==> src/rtl/pscm_pkg.sv <==
package pscm_pkg;
    typedef enum logic {CAR_RISE, CAR_FALL} car_dir_e;
    typedef enum logic [1:0] {DB_OFF, DB_WAIT, DB_ON} db_state_e;
endpackage

==> src/rtl/pscm_carrier.sv <==
module pscm_carrier
    import pscm_pkg::*;
#(
    parameter int CW = 10
) (
    input  logic          clk,
    input  logic          rst_n,
    input  logic          en,
    input  logic [CW-1:0] car_peak,
    input  logic [CW-1:0] pre_cnt,
    input  car_dir_e      pre_dir,
    output logic [CW-1:0] cnt,
    output logic          at_peak
);
    car_dir_e      dir, dir_nx;
    logic [CW-1:0] cnt_nx;

    always_ff @(posedge clk or negedge rst_n) begin
        if (!rst_n) begin
            dir <= CAR_RISE;
            cnt <= '0;
        end else if (!en) begin
            dir <= pre_dir;
            cnt <= pre_cnt;
        end else begin
            dir <= dir_nx;
            cnt <= cnt_nx;
        end
    end

    always_comb begin
        dir_nx = dir;
        cnt_nx = cnt;
        unique case (dir)
            CAR_RISE: begin
                if (cnt >= car_peak) begin
                    dir_nx = CAR_FALL;
                    cnt_nx = car_peak - 1'b1;
                end else begin
                    cnt_nx = cnt + 1'b1;
                end
            end
            CAR_FALL: begin
                if (cnt <= 1) begin
                    dir_nx = CAR_RISE;
                    cnt_nx = '0;
                end else begin
                    cnt_nx = cnt - 1'b1;
                end
            end
        endcase
    end

    assign at_peak = (dir == CAR_RISE) && (cnt == car_peak);
endmodule

==> src/rtl/pscm_deadband.sv <==
module pscm_deadband
    import pscm_pkg::*;
#(
    parameter int DTW = 6
) (
    input  logic           clk,
    input  logic           rst_n,
    input  logic           cmd,
    input  logic [DTW-1:0] dead_cyc,
    output logic           gate
);
    db_state_e      st, st_nx;
    logic [DTW-1:0] wait_cnt, wait_nx;

    always_ff @(posedge clk or negedge rst_n) begin
        if (!rst_n) begin
            st       <= DB_OFF;
            wait_cnt <= '0;
        end else begin
            st       <= st_nx;
            wait_cnt <= wait_nx;
        end
    end

    always_comb begin
        st_nx   = st;
        wait_nx = wait_cnt;
        unique case (st)
            DB_OFF: begin
                if (cmd) begin
                    st_nx   = (dead_cyc == '0) ? DB_ON : DB_WAIT;
                    wait_nx = DTW'(1);
                end
            end
            DB_WAIT: begin
                if (!cmd) begin
                    st_nx   = DB_OFF;
                    wait_nx = '0;
                end else if (wait_cnt >= dead_cyc) begin
                    st_nx = DB_ON;
                end else begin
                    wait_nx = wait_cnt + 1'b1;
                end
            end
            DB_ON: begin
                if (!cmd) begin
                    st_nx   = DB_OFF;
                    wait_nx = '0;
                end
            end
            default: begin
                st_nx   = DB_OFF;
                wait_nx = '0;
            end
        endcase
    end

    assign gate = (st == DB_ON);
endmodule

==> src/rtl/pscm_cell.sv <==
module pscm_cell #(
    parameter int CW  = 10,
    parameter int DTW = 6
) (
    input  logic                clk,
    input  logic                rst_n,
    input  logic                en,
    input  logic signed [CW:0]  ref_in,
    input  logic [CW-1:0]       car_peak,
    input  logic [CW-1:0]       car_cnt,
    input  logic                at_peak,
    input  logic [DTW-1:0]      dead_cyc,
    output logic [3:0]          gate,
    output logic signed [1:0]   st
);
    localparam int PW = CW + 2;

    logic signed [CW:0]   held;
    logic signed [PW-1:0] bip, pos_ref, neg_ref;
    logic                 above_a, above_b;
    logic [3:0]           cmd;

    always_ff @(posedge clk or negedge rst_n) begin
        if (!rst_n)             held <= '0;
        else if (!en || at_peak) held <= ref_in;
    end

    assign bip     = $signed({1'b0, car_cnt, 1'b0}) - $signed({2'b00, car_peak});
    assign pos_ref = {held[CW], held};
    assign neg_ref = -pos_ref;
    assign above_a = pos_ref > bip;
    assign above_b = neg_ref > bip;

    assign cmd[0] = en &  above_a;
    assign cmd[2] = en & ~above_a;
    assign cmd[1] = en & ~above_b;
    assign cmd[3] = en &  above_b;

    always_comb begin
        if (cmd[0] && cmd[1])      st = 2'sd1;
        else if (cmd[2] && cmd[3]) st = -2'sd1;
        else                       st = 2'sd0;
    end

    for (genvar j = 0; j < 4; j++) begin : g_sw
        pscm_deadband #(.DTW(DTW)) u_db (
            .clk      (clk),
            .rst_n    (rst_n),
            .cmd      (cmd[j]),
            .dead_cyc (dead_cyc),
            .gate     (gate[j])
        );
    end
endmodule

==> src/rtl/pscm_top.sv <==
module pscm_top
    import pscm_pkg::*;
#(
    parameter  int CELLS = 3,
    parameter  int CW    = 10,
    parameter  int DTW   = 6,
    localparam int LW    = $clog2(2*CELLS+1) + 1,
    localparam int GW    = 4*CELLS
) (
    input  logic                 clk,
    input  logic                 rst_n,
    input  logic                 en,
    input  logic signed [CW:0]   ref_in,
    input  logic [CW-1:0]        car_peak,
    input  logic [DTW-1:0]       dead_cyc,
    output logic [GW-1:0]        gate_o,
    output logic signed [LW-1:0] level_o
);
    localparam int PW = CW + 2;

    logic [PW-1:0]         span, stride;
    logic signed [1:0]     cell_st [CELLS];
    logic [CELLS*CW-1:0]   car_cnt_flat;
    logic signed [LW-1:0]  lvl_nx;

    assign span   = {1'b0, car_peak, 1'b0};
    assign stride = span / PW'(CELLS);

    for (genvar k = 0; k < CELLS; k++) begin : g_cell
        logic [PW-1:0] pos;
        logic [CW-1:0] pre_cnt, cnt;
        car_dir_e      pre_dir;
        logic          at_peak;

        always_comb begin
            pos = PW'(k) * stride;
            if (pos <= {2'b00, car_peak}) begin
                pre_cnt = pos[CW-1:0];
                pre_dir = CAR_RISE;
            end else begin
                pre_cnt = CW'(span - pos);
                pre_dir = CAR_FALL;
            end
        end

        pscm_carrier #(.CW(CW)) u_car (
            .clk      (clk),
            .rst_n    (rst_n),
            .en       (en),
            .car_peak (car_peak),
            .pre_cnt  (pre_cnt),
            .pre_dir  (pre_dir),
            .cnt      (cnt),
            .at_peak  (at_peak)
        );

        pscm_cell #(.CW(CW), .DTW(DTW)) u_cell (
            .clk      (clk),
            .rst_n    (rst_n),
            .en       (en),
            .ref_in   (ref_in),
            .car_peak (car_peak),
            .car_cnt  (cnt),
            .at_peak  (at_peak),
            .dead_cyc (dead_cyc),
            .gate     (gate_o[4*k +: 4]),
            .st       (cell_st[k])
        );

        assign car_cnt_flat[k*CW +: CW] = cnt;
    end

    always_comb begin
        lvl_nx = '0;
        for (int k = 0; k < CELLS; k++) begin
            lvl_nx = lvl_nx + $signed({{(LW-2){cell_st[k][1]}}, cell_st[k]});
        end
    end

    always_ff @(posedge clk or negedge rst_n) begin
        if (!rst_n) level_o <= '0;
        else        level_o <= lvl_nx;
    end
endmodule

==> config.mk <==
export PLATFORM = sky130hd
export DESIGN_NAME = pscm_top
export DESIGN_NICKNAME = d
export VERILOG_FILES = /design/src/rtl/pscm_pkg.sv /design/src/rtl/pscm_carrier.sv /design/src/rtl/pscm_deadband.sv /design/src/rtl/pscm_cell.sv /design/src/rtl/pscm_top.sv
export SDC_FILE = /design/constraint.sdc
export NUM_CORES = 1
export LEC_CHECK = 0
export ABC_AREA = 1
export BUFFER_PORTS_ARGS = -buffer_cell sky130_fd_sc_hd__buf_4
export CAP_MARGIN = 20
export CORE_ASPECT_RATIO = 0.8
export CORE_UTILIZATION = 52
export CTS_CLUSTER_DIAMETER = 100
export DETAILED_ROUTE_END_ITERATION = 6
export PLACE_DENSITY = 0.7
export SYNTH_ARGS = -nofsm -noshare
export SYNTH_HDL_FRONTEND = slang
export SYNTH_SLANG_ARGS = --single-unit
==> constraint.sdc <==
create_clock -name clk -period 4.93 [get_ports clk]
set_clock_uncertainty 0.1 [all_clocks]
set_input_delay 0.986 -clock clk [delete_from_list [all_inputs] [get_ports clk]]
set_output_delay 0.986 -clock clk [all_outputs]
set_load 0.05 [all_outputs]
Yosys cells after proc, flatten, opt, wreduce, memory -nomap -nowiden
Index checks and enable logic that the tools add are counted.
{"block": "word_totals", "register_bits": 166, "inputBits": 30, "wordCells": 394}
{"block": "op_classes", "n_addsub": 29, "n_div": 1, "magnitude_cmp": 27, "eq_ne": 75, "mux": 157, "n_bitwise": 21, "reduce_logical": 50}
{"op": "$mux W6", "count": 48}
{"op": "$pmux W6 S3", "count": 12}
{"op": "$mux W10", "count": 12}
{"op": "$mux W2", "count": 55}
{"op": "$add A6 B1 Y6 const B", "count": 12}
{"op": "$ge A6 B6 Y1", "count": 12}
{"op": "$ne A3 B3 Y1 const B", "count": 24}
{"op": "$pmux W2 S3", "count": 12}
{"op": "$reduce_and A3 Y1", "count": 24}
{"op": "$pmux W10 S2", "count": 3}
{"op": "$ne A2 B2 Y1 const B", "count": 24}
{"op": "$sub A10 B1 Y10 const B", "count": 4}
{"op": "$gt A11 B12 Y1", "count": 3}
{"op": "$gt A12 B12 Y1", "count": 3}
{"op": "$neg A11 Y12", "count": 3}
{"op": "$sub A11 B10 Y12", "count": 3}
{"op": "$add A10 B1 Y10 const B", "count": 3}
{"op": "$eq A10 B10 Y1", "count": 3}
{"op": "$ge A10 B10 Y1", "count": 3}
{"op": "$le A10 B1 Y1 const B", "count": 3}
{"op": "$eq A2 B1 Y1 const B", "count": 12}
{"op": "$eq A2 B2 Y1 const B", "count": 12}
{"op": "$le A12 B10 Y1", "count": 2}
{"op": "$logic_not A2 Y1", "count": 12}
{"op": "other kinds (13)", "count": 56}

Longest topological paths before layout
Gate-level depths: netlist (run 1).
{"block": "logic_depth", "depth_word": 9, "ltp_mapped": 71, "mapped_depth_nobuf": 71}

Modules after synthesis
A second synthesis (run 1) with hierarchy kept.
{"block": "hier_totals", "hier_cells": 3178, "hier_area_um2": 20505.9}
{"mod": "pscm_deadband", "n_inst": 12, "cells_per_inst": 104, "area_per_inst_um2": 689.4}
{"mod": "pscm_cell", "n_inst": 3, "cells_per_inst": 276, "area_per_inst_um2": 1775.5}
{"mod": "pscm_carrier", "n_inst": 3, "cells_per_inst": 265, "area_per_inst_um2": 1649.1}
{"mod": "pscm_top", "n_inst": 1, "cells_per_inst": 307, "area_per_inst_um2": 1959.4}

Worst setup path after synthesis (run 1)
No wires, ideal clock.
{"block": "synth_timing", "path_kind": "input port to flip-flop", "startpoint": "input port car_peak[1]", "endpoint": "register g_cell[1].u_car.cnt[8]", "t_arrival_ns": 8.222, "required_ns": 4.694, "slack_ns": -3.528, "cell_stages": 63, "path_buffers": 0, "cell_sequence": "inv_1 -> ha_1 -> nand2_2 -> nor2_2 -> nand2_2 -> nand2_4 -> nand2_4 -> nand2_1 -> nand2_1 -> nor2_2 -> inv_2 -> o21ai_2 -> nand2_2 -> nor2_4 -> nand2_4 -> inv_2 -> nor2_8 -> nor2_4 -> [27 not listed] -> nand3_4 -> nor2_4 -> nand3_2 -> nand2_1 -> nand2_1 -> nor2_2 -> nand2_2 -> fa_1 -> o21ai_0 -> a21oi_1 -> o21ai_0 -> a21oi_1 -> nor2_1 -> nor2_1 -> a21oi_1 -> o21ai_0 -> o21ai_0 -> o21ai_0"}
{"block": "synth_between", "elab_chain_len": 4, "elab_cells_between_ends": 9, "classes_between": "2 x add/sub; 1 x div; 2 x order compare; 4 x mux"}
{"item": "start: declaration", "line_no": "pscm_top.sv:14", "text": "input logic [CW-1:0] car_peak,"}
{"item": "$div A11 B2 Y12 (tied with other cells)", "line_no": "pscm_top.sv:27", "text": "assign stride = span / PW'(CELLS);"}
{"item": "$sub A10 B10 Y10 (tied with other cells)", "line_no": "pscm_top.sv:41", "text": "pre_cnt = CW'(span - pos);"}
{"item": "$mux W10 or $pmux W10 S2 (tied branches)", "line_no": "pscm_top.sv:37, pscm_carrier.sv:34"}
{"item": "$mux W10 (*)", "line_no": "pscm_carrier.sv:22", "text": "end else if (!en) begin"}
{"item": "end signal: assignment", "line_no": "pscm_carrier.sv:24", "text": "cnt <= pre_cnt;"}
{"item": "end signal: assignment", "line_no": "pscm_carrier.sv:27", "text": "cnt <= cnt_nx;"}
{"item": "end: declaration", "line_no": "pscm_carrier.sv:12", "text": "output logic [CW-1:0] cnt,"}
Mark *: on every way between the ends. The rest lies on a longest branch, timed or not.
A chain may end at the register's enable or synchronous reset.

Worst setup path in the final report (run 1)
{"block": "layout_timing", "startpoint": "input port car_peak[1]", "endpoint": "register g_cell[1].u_car.cnt[3]"}
The elaborated chain is that of the path after synthesis.

==> results of run 1 <==
[worst max-delay path, delay by kind of cell]
kind	cells	cell delay, ps
AND/OR/NAND/NOR	46	4460
adder cells (fa/ha/maj)	4	710
AO/OA/AOI/OAI	6	760
buffers and inverters	13	1140
[where the power goes]
group	switching, mW	leakage [nW]	total (mW)	internal [mW]
Clock	0.641	0.310	1.47	0.828
Combinational	5.21	9.33	9.40	4.18
Sequential	0.426	2.15	2.13	1.71
[cells in the final DEF (no fill, tap or decap), types with 6 or more instances in the layout]
cell type  instances
nand4_1           31
nand3_4           14
a21oi_1          154
o22ai_1           32
nand3_2           25
o21ai_1           31
dfrtp_1          166
o211ai_1          11
xor2_2             7
nor3_1            42
nand2_2           42
buf_4            391
o21ai_0          133
clkbuf_16         17
nor2_2            17
buf_6             22
nand2_1          386
a31oi_1            6
o21bai_1          10
inv_2             31
o221ai_2           6
xor2_1           128
xnor2_1           17
o31ai_1           14
nor4_1             7
a21oi_2           15
o21a_1            27
nand3_1           94
inv_1            363
nand2_4           28
o21ai_2            9
inv_4              6
nor2_4            29
fa_1               6
ha_1             250
o221ai_1           8
o2111ai_1         10
nor2_1           161
ha_4              10
[cell families (layout without fill, tap and decap cells)]
kind of cell               after synthesis  after routing  synth area share
and+or+nand+nor                        900            901             0.235
xor gates and xnor gates               152            152            0.0745
buffers and inverters                  441            851            0.0957
AOI/OAI and AO/OA                      515            515             0.169
adders and majority gates              271            271             0.193
DFF                                    166            166             0.233
[cell type report]
cell class                      count  area share
Sequential cell                   166       0.180
Inverter                          402      0.0661
Timing Repair Buffer              417       0.140
Multi-Input combinational cell   1839       0.563
Tap cell                          434      0.0235
Clock buffer                       18      0.0190
Clock inverter                     14     0.00812
[flip-flops by register name, summed over array words and instances, names as in the netlist]
signal	count
level_o	4
g_cell.u_cell.g_sw.u_db.st	24
g_cell.u_cell.held	33
g_cell.u_car.cnt	30
g_cell.u_car.dir	3
g_cell.u_cell.g_sw.u_db.wait_cnt	72
[cell usage after synthesis, types with 6 or more instances]
cell type | n | share of area
nand2_1 | 418 | 0.088
inv_1 | 384 | 0.081
ha_1 | 263 | 0.18
nor2_1 | 184 | 0.039
a21oi_1 | 172 | 0.048
o21ai_0 | 170 | 0.048
dfrtp_1 | 166 | 0.23
xor2_1 | 135 | 0.066
nand3_1 | 116 | 0.033
nor3_1 | 43 | 0.012
o22ai_1 | 35 | 0.012
nand4_1 | 31 | 0.011
nand2_2 | 29 | 0.010
o21a_1 | 27 | 0.011
clkbuf_1 | 25 | 0.0053
o31ai_1 | 19 | 0.0080
inv_2 | 17 | 0.0036
xnor2_1 | 17 | 0.0083
o221ai_1 | 16 | 0.0078
nor2_4 | 15 | 0.0095
nand3_2 | 13 | 0.0073
buf_4 | 12 | 0.0050
o211ai_1 | 11 | 0.0046
nand2_4 | 10 | 0.0063
o2111ai_1 | 10 | 0.0049
o21bai_1 | 10 | 0.0042
fa_1 | 8 | 0.0090
nor2_2 | 8 | 0.0028
nor4_1 | 7 | 0.0025
a31oi_1 | 6 | 0.0021
[how the worst max path moves through the flow]
stage,start,to,slack (ps)
after floorplan,car_peak[1],g_cell[1].u_car.cnt[8],-3040
after global placement,car_peak[1],g_cell[2].u_car.cnt[2],-2980
after detailed placement,car_peak[1],g_cell[1].u_car.cnt[8],-3270
after CTS,car_peak[1],g_cell[1].u_car.cnt[8],-2540
after global routing,car_peak[1],g_cell[1].u_car.cnt[3],-3410
final,car_peak[1],g_cell[1].u_car.cnt[3],-2920
[stage by stage]
| stage | setup WS [ps] | hold WS [ps] | TNS, ps |
|---|---|---|---|
| floorplan | -3040 | 375 | -57330 |
| global route | -3410 | 448 | -87020 |
| global placement | -2980 | 402 | -85210 |
| detailed placement | -3270 | 410 | -103090 |
| CTS | -2540 | 429 | -51070 |
| finish | -2920 | 426 | -60290 |
[routing by layer]
layer | global-route usage | vias to the layer above | part of all wire
li1 | - | 8987 | -
met1 | 0.409 | 8545 | 0.45
met2 | 0.495 | 509 | 0.46
met3 | 0.0464 | 104 | 0.059
met4 | 0.107 | 0 | 0.028
met5 | 0 | - | 0
[what timing repair did]
| action | CTS | global route |
|---|---|---|
| endpoints found under the hold margin | 0 | 0 |
| setup buffers | 19 | 26 |
| gates cloned | 1 | 0 |
| resized for setup | 82 | 165 |
| pin swaps | 78 | 109 |
| endpoints found under the setup margin | 51 | 113 |
==> reports/results.tsv, run 1 <==
metric	value	unit
Max-cap violations	0	
FMAX	0.127	GHz
final worst slack	-2920	ps
placed cells	3213	
grt total ovfl	0	
worst-case reg-to-reg path depth	26	
WL per Instance	16.6	um
clk_lat worst skew	460	ps
CTS tree	yes	
Mapped Nets	2746	
reg2reg end	level_o[2]	
Area Overhead vs Synth	29.4	%
critical path peak fanout	6	
pin count of the biggest net entering global routing	84	
RSZ-0062 raised after global routing	true	
Initial Util	0.530	
failing checks	negative setup slack	
DP Wirelength	41.2	mm
number of port buffers	45	
total die area	35100	um^2
WP data arrival	8080	ps
crit-path most repeated cell	nand2_4	
Core Area	33700	um^2
IO Count	46	
sequential standard cell area	4150	um^2
hold crit path type	reg2reg	
Final Cell Area	23100	um^2
Final Critical Period	7850	ps
TritonRoute pass-1 iters	6	
Clock Tree Buf Depth	2	
DRT Wirelength	54.6	mm
residual DRC count	0	
Final ANT Viol Nets	0	
post-synthesis sequential area ratio	0.233	
Slew Viols, Final	0	
routed vias/inst	5.52	
fin cells	3290	
Hold Startpoint	g_cell[0].u_cell.g_sw[2].u_db.wait_cnt[3]	
row count	60	
fraction of layout cells with a size suffix above 1	0.255	
Tot Pwr	13.0	mW
initial antenna violation count	0	
ANT cells	0	
total power density per cell area	562	nW/um^2
CP max-delay cell	ha_4	
Total Routing Usage GR	0.303	
yosys warns	0	
Syn Inst Count	2445	
First DRT Iteration DRCs	1532	
final setup fails	41	
clock-pin slew of the registers on the worst-case setup and hold paths	70	ps
number of global-route vias before repair	17555	
Primary FF master, synth	dfrtp_1	
Slew HR	0.463	
period utilisation layout	1.59	
vias post-DR	18145	
Slew @ Worst Pin	806	ps
first-pass GRT wire length	86.4	mm
r2r startpoint	g_cell[0].u_car.cnt[1]	
Crit. End Element	flop	
synthesized area per cell	7.31	um^2
crit start category	input port	
clock root cell	clkbuf_16	
Endpoint, Worst Hold	g_cell[0].u_cell.g_sw[2].u_db.wait_cnt[3]	
total CTS buffers	17	
Fillers	2752	
cell area after synthesis	17900	um^2
asr flop ratio synth	1.00	
multi-input combinational cell area	13000	um^2
hold depth	2	
nets@finish	3144	
H-tree levels	4	
TritonCTS Sinks	166	
Fin. Hold Viols	0	
reg2reg setup slack	-50	ps
die height	168	um
number of flops mapped to enable cells by yosys	0	
post-layout util	0.686	
gpl congestion	0.931	
synth unique cells	58	
CTS Hold Buffers Added	0	
#FFs+latches synth	166	
Crit path largest cell delay	220	ps
Static Leakage	11.8	nW
Post-DP Area	21200	um^2
worst vdd ir	0.000268	V
status	finished with violations	
critical path class	in2reg	
Die Wd	209	um
Req. time, crit path	5150	ps
Note: power is estimated with default switching activity, not from simulation.
==> run 2, diff against run 1 <==
Settings changed: CTS_CLUSTER_DIAMETER 100 to unset, SYNTH_HIERARCHICAL set to 1.
==> reports/results.tsv, run 2 <==
metric	value	unit
Slew @ Worst Pin	824	ps
crit-path most repeated cell	nand2_2	
fin cells	3948	
FMAX	0.204	GHz
pre-CTS setup slack	-487	ps
Regs by FF count	g_cell.u_cell/g_sw.u_db/wait_cnt: 72 flops, g_cell.u_cell/held: 33 flops, g_cell.u_car/cnt: 30 flops	
die height	180	um
Hold WS	432	ps
most frequent cell after synthesis	nand2_1	
Crit. End Element	flop	
Fin. Hold Viols	0	
Static Leakage	13.5	nW
Synth Area in XOR/XNOR	0.0346	
First DRT Iteration DRCs	1791	
post-layout util	0.623	
TNS Setup	0	ps
clock root cell	clkbuf_16	
Reg with most FFs	g_cell.u_cell/g_sw.u_db/wait_cnt	
Final ANT Viol Nets	0	
Area Overhead vs Synth	17.0	%
area share of the largest cell type after synthesis	0.203	
total die area	40200	um^2
largest family of logic cells by synthesized area	simple AND/OR/NAND/NOR gates	
final worst slack	17.6	ps
worst vdd ir	0.000274	V
final setup fails	0	
pin count of the biggest net entering global routing	78	
Yosys top cell by area	dfrtp_1	
crit start category	input port	
Final Critical Period	4910	ps
Slew Viols, Final	0	
Syn Inst Count	3178	
asr flop ratio synth	1.00	
ANT cells	0	
Final Cell Area	24000	um^2
yosys warns	6	
Slew HR	0.451	
routed vias/inst	5.41	
Routed met1 length	28.0	mm
initial antenna violation count	0	
residual DRC count	0	
first-pass GRT wire length	97.9	mm
DP Wirelength	46.2	mm
delay-heaviest family, CP	simple AND/OR/NAND/NOR gates	
gpl congestion	0.963	
vias post-DR	21353	
clk_lat worst skew	460	ps
Synth Area in Compound Gates	0.0897	
uppermost layer routed	met4	
Post-DP Area	22800	um^2
max FFs per register	72	
CTS tree	yes	
nets@finish	3695	
total power density per cell area	421	nW/um^2
share of synthesized cell area in full adder, half adder and majority cells	0.160	
TritonCTS Sinks	166	
Total Routing Usage GR	0.295	
TritonRoute pass-1 iters	6	
hold crit path type	reg2reg	
Initial Util	0.532	
cell area after synthesis	20500	um^2
WL per Instance	15.0	um
critical path peak fanout	6	
CTS Hold Buffers Added	0	
Primary FF master, synth	dfrtp_1	
row count	64	
RSZ-0062 raised after global routing	true	
fraction of layout cells with a size suffix above 1	0.185	
simple-gate share of the synthesized area	0.403	
status	complete, no violations	
Req. time, crit path	5220	ps
list of most frequent post-synthesis cells	nand2_1 (903), inv_1 (502), nand3_1 (280)	
placed cells	3901	
IO Count	46	
Clock Tree Buf Depth	2	
number of flops mapped to enable cells by yosys	0	
CP bufs+invs	9	
DRT Wirelength	59.4	mm
clock-pin slew of the registers on the worst-case setup and hold paths	70	ps
grt total ovfl	0	
top post-synthesis cells by area	dfrtp_1 (20%), nand2_1 (17%), ha_1 (15%), inv_1 (9.2%), nand3_1 (6.8%)	
#FFs+latches synth	166	
critical path class	in2reg	
total CTS buffers	17	
post-synthesis sequential area ratio	0.203	
Crit path largest cell delay	350	ps
period utilisation layout	0.996	
mux contribution to synthesized area	0	
synthesized area per cell	6.45	um^2
CP max-delay cell	fa_2	
number of port buffers	45	
most common cell after layout, fill and taps aside	nand2_1	
Max-cap violations	0	
commonest non-fill, non-tap cells in the layout	nand2_1 (881), inv_1 (487), nand3_1 (273), nor2_1 (269), ha_1 (237)	
routed wl met2	26.0	mm
H-tree levels	4	
Die Wd	224	um
Tot Pwr	10.1	mW
Core Area	38500	um^2
WL met3	4.29	mm
synth unique cells	42	
WP data arrival	5200	ps
number of global-route vias before repair	20281	
## run 2: changes by cell type after synthesis, moves of 50 or more
cell | before | now
inv_1 | 384 | 502
o21ai_0 | 170 | 91
a21oi_1 | 172 | 120
nor2_1 | 184 | 274
nand2_1 | 418 | 903
xor2_1 | 135 | 71
nand4_1 | 31 | 81
nand3_1 | 116 | 280
## run 2: report_power, final
part	leakage [nW]	switching, mW	internal [mW]
sequential	2.12	0.463	1.64
clock	0.298	0.656	0.815
combinational	11.0	3.96	2.57
## run 2: tightest hold or removal path, stage by stage (launching register included)
cell and delay (ps):
dfrtp_1 390, nand2_1 70, nand2_1 50
## run 2: worst paths after layout
| check | start | end | slack, ps | depth (start not counted) |
|---|---|---|---|---|
| max | car_peak[8] | g_cell[1].u_car/cnt[8] | 20 | 43 |
| min | g_cell[2].u_cell/g_sw[3].u_db/wait_cnt[1] | g_cell[2].u_cell/g_sw[3].u_db/wait_cnt[1] | 430 | 2 |
| max reg2reg | g_cell[0].u_car/cnt[2] | level_o[2] | 390 | 26 |
| min reg2reg | g_cell[2].u_cell/g_sw[3].u_db/wait_cnt[1] | g_cell[2].u_cell/g_sw[3].u_db/wait_cnt[1] | 430 | 2 |
| max in group asynchronous | rst_n | g_cell[0].u_cell/g_sw[2].u_db/wait_cnt[5] | 3200 | 2 |
| min in group asynchronous | rst_n | g_cell[2].u_cell/held[1] | 460 | 1 |
## run 2: layer usage
metal	global-route usage	up-vias
met5	0	-
met4	0.0816	0
met3	0.0387	88
met2	0.463	710
met1	0.423	9919
li1	-	10636
## run 2: cell type report
class / count / area, um^2
Clock buffer: 18 / 429
Fill cell: 3404 / 14500
Timing Repair Buffer: 224 / 1770
Clock inverter: 14 / 188
Inverter: 555 / 2130
Multi-Input combinational cell: 2442 / 14600
Tap cell: 528 / 661
Sequential cell: 166 / 4150
Timing Repair inverter: 1 / 7.51
## run 2: kinds of logic (layout without fill, tap and decap cells)
| family | after synthesis | in the layout |
|---|---|---|
| other cells | 1 | 12 |
| fa+ha+maj | 258 | 258 |
| xor+xnor | 81 | 81 |
| buf+inv | 581 | 812 |
| simple gates | 1767 | 1767 |
| compound gates | 324 | 324 |
| flops | 166 | 166 |
## run 2: repair_timing
| item | 4_1_cts | 5_1_grt |
|---|---|---|
| endpoints found under the setup margin | 2 | 22 |
| setup buffers | 0 | 14 |
| pin swaps | 0 | 58 |
| cloned | 0 | 1 |
| gates resized for setup | 1 | 131 |
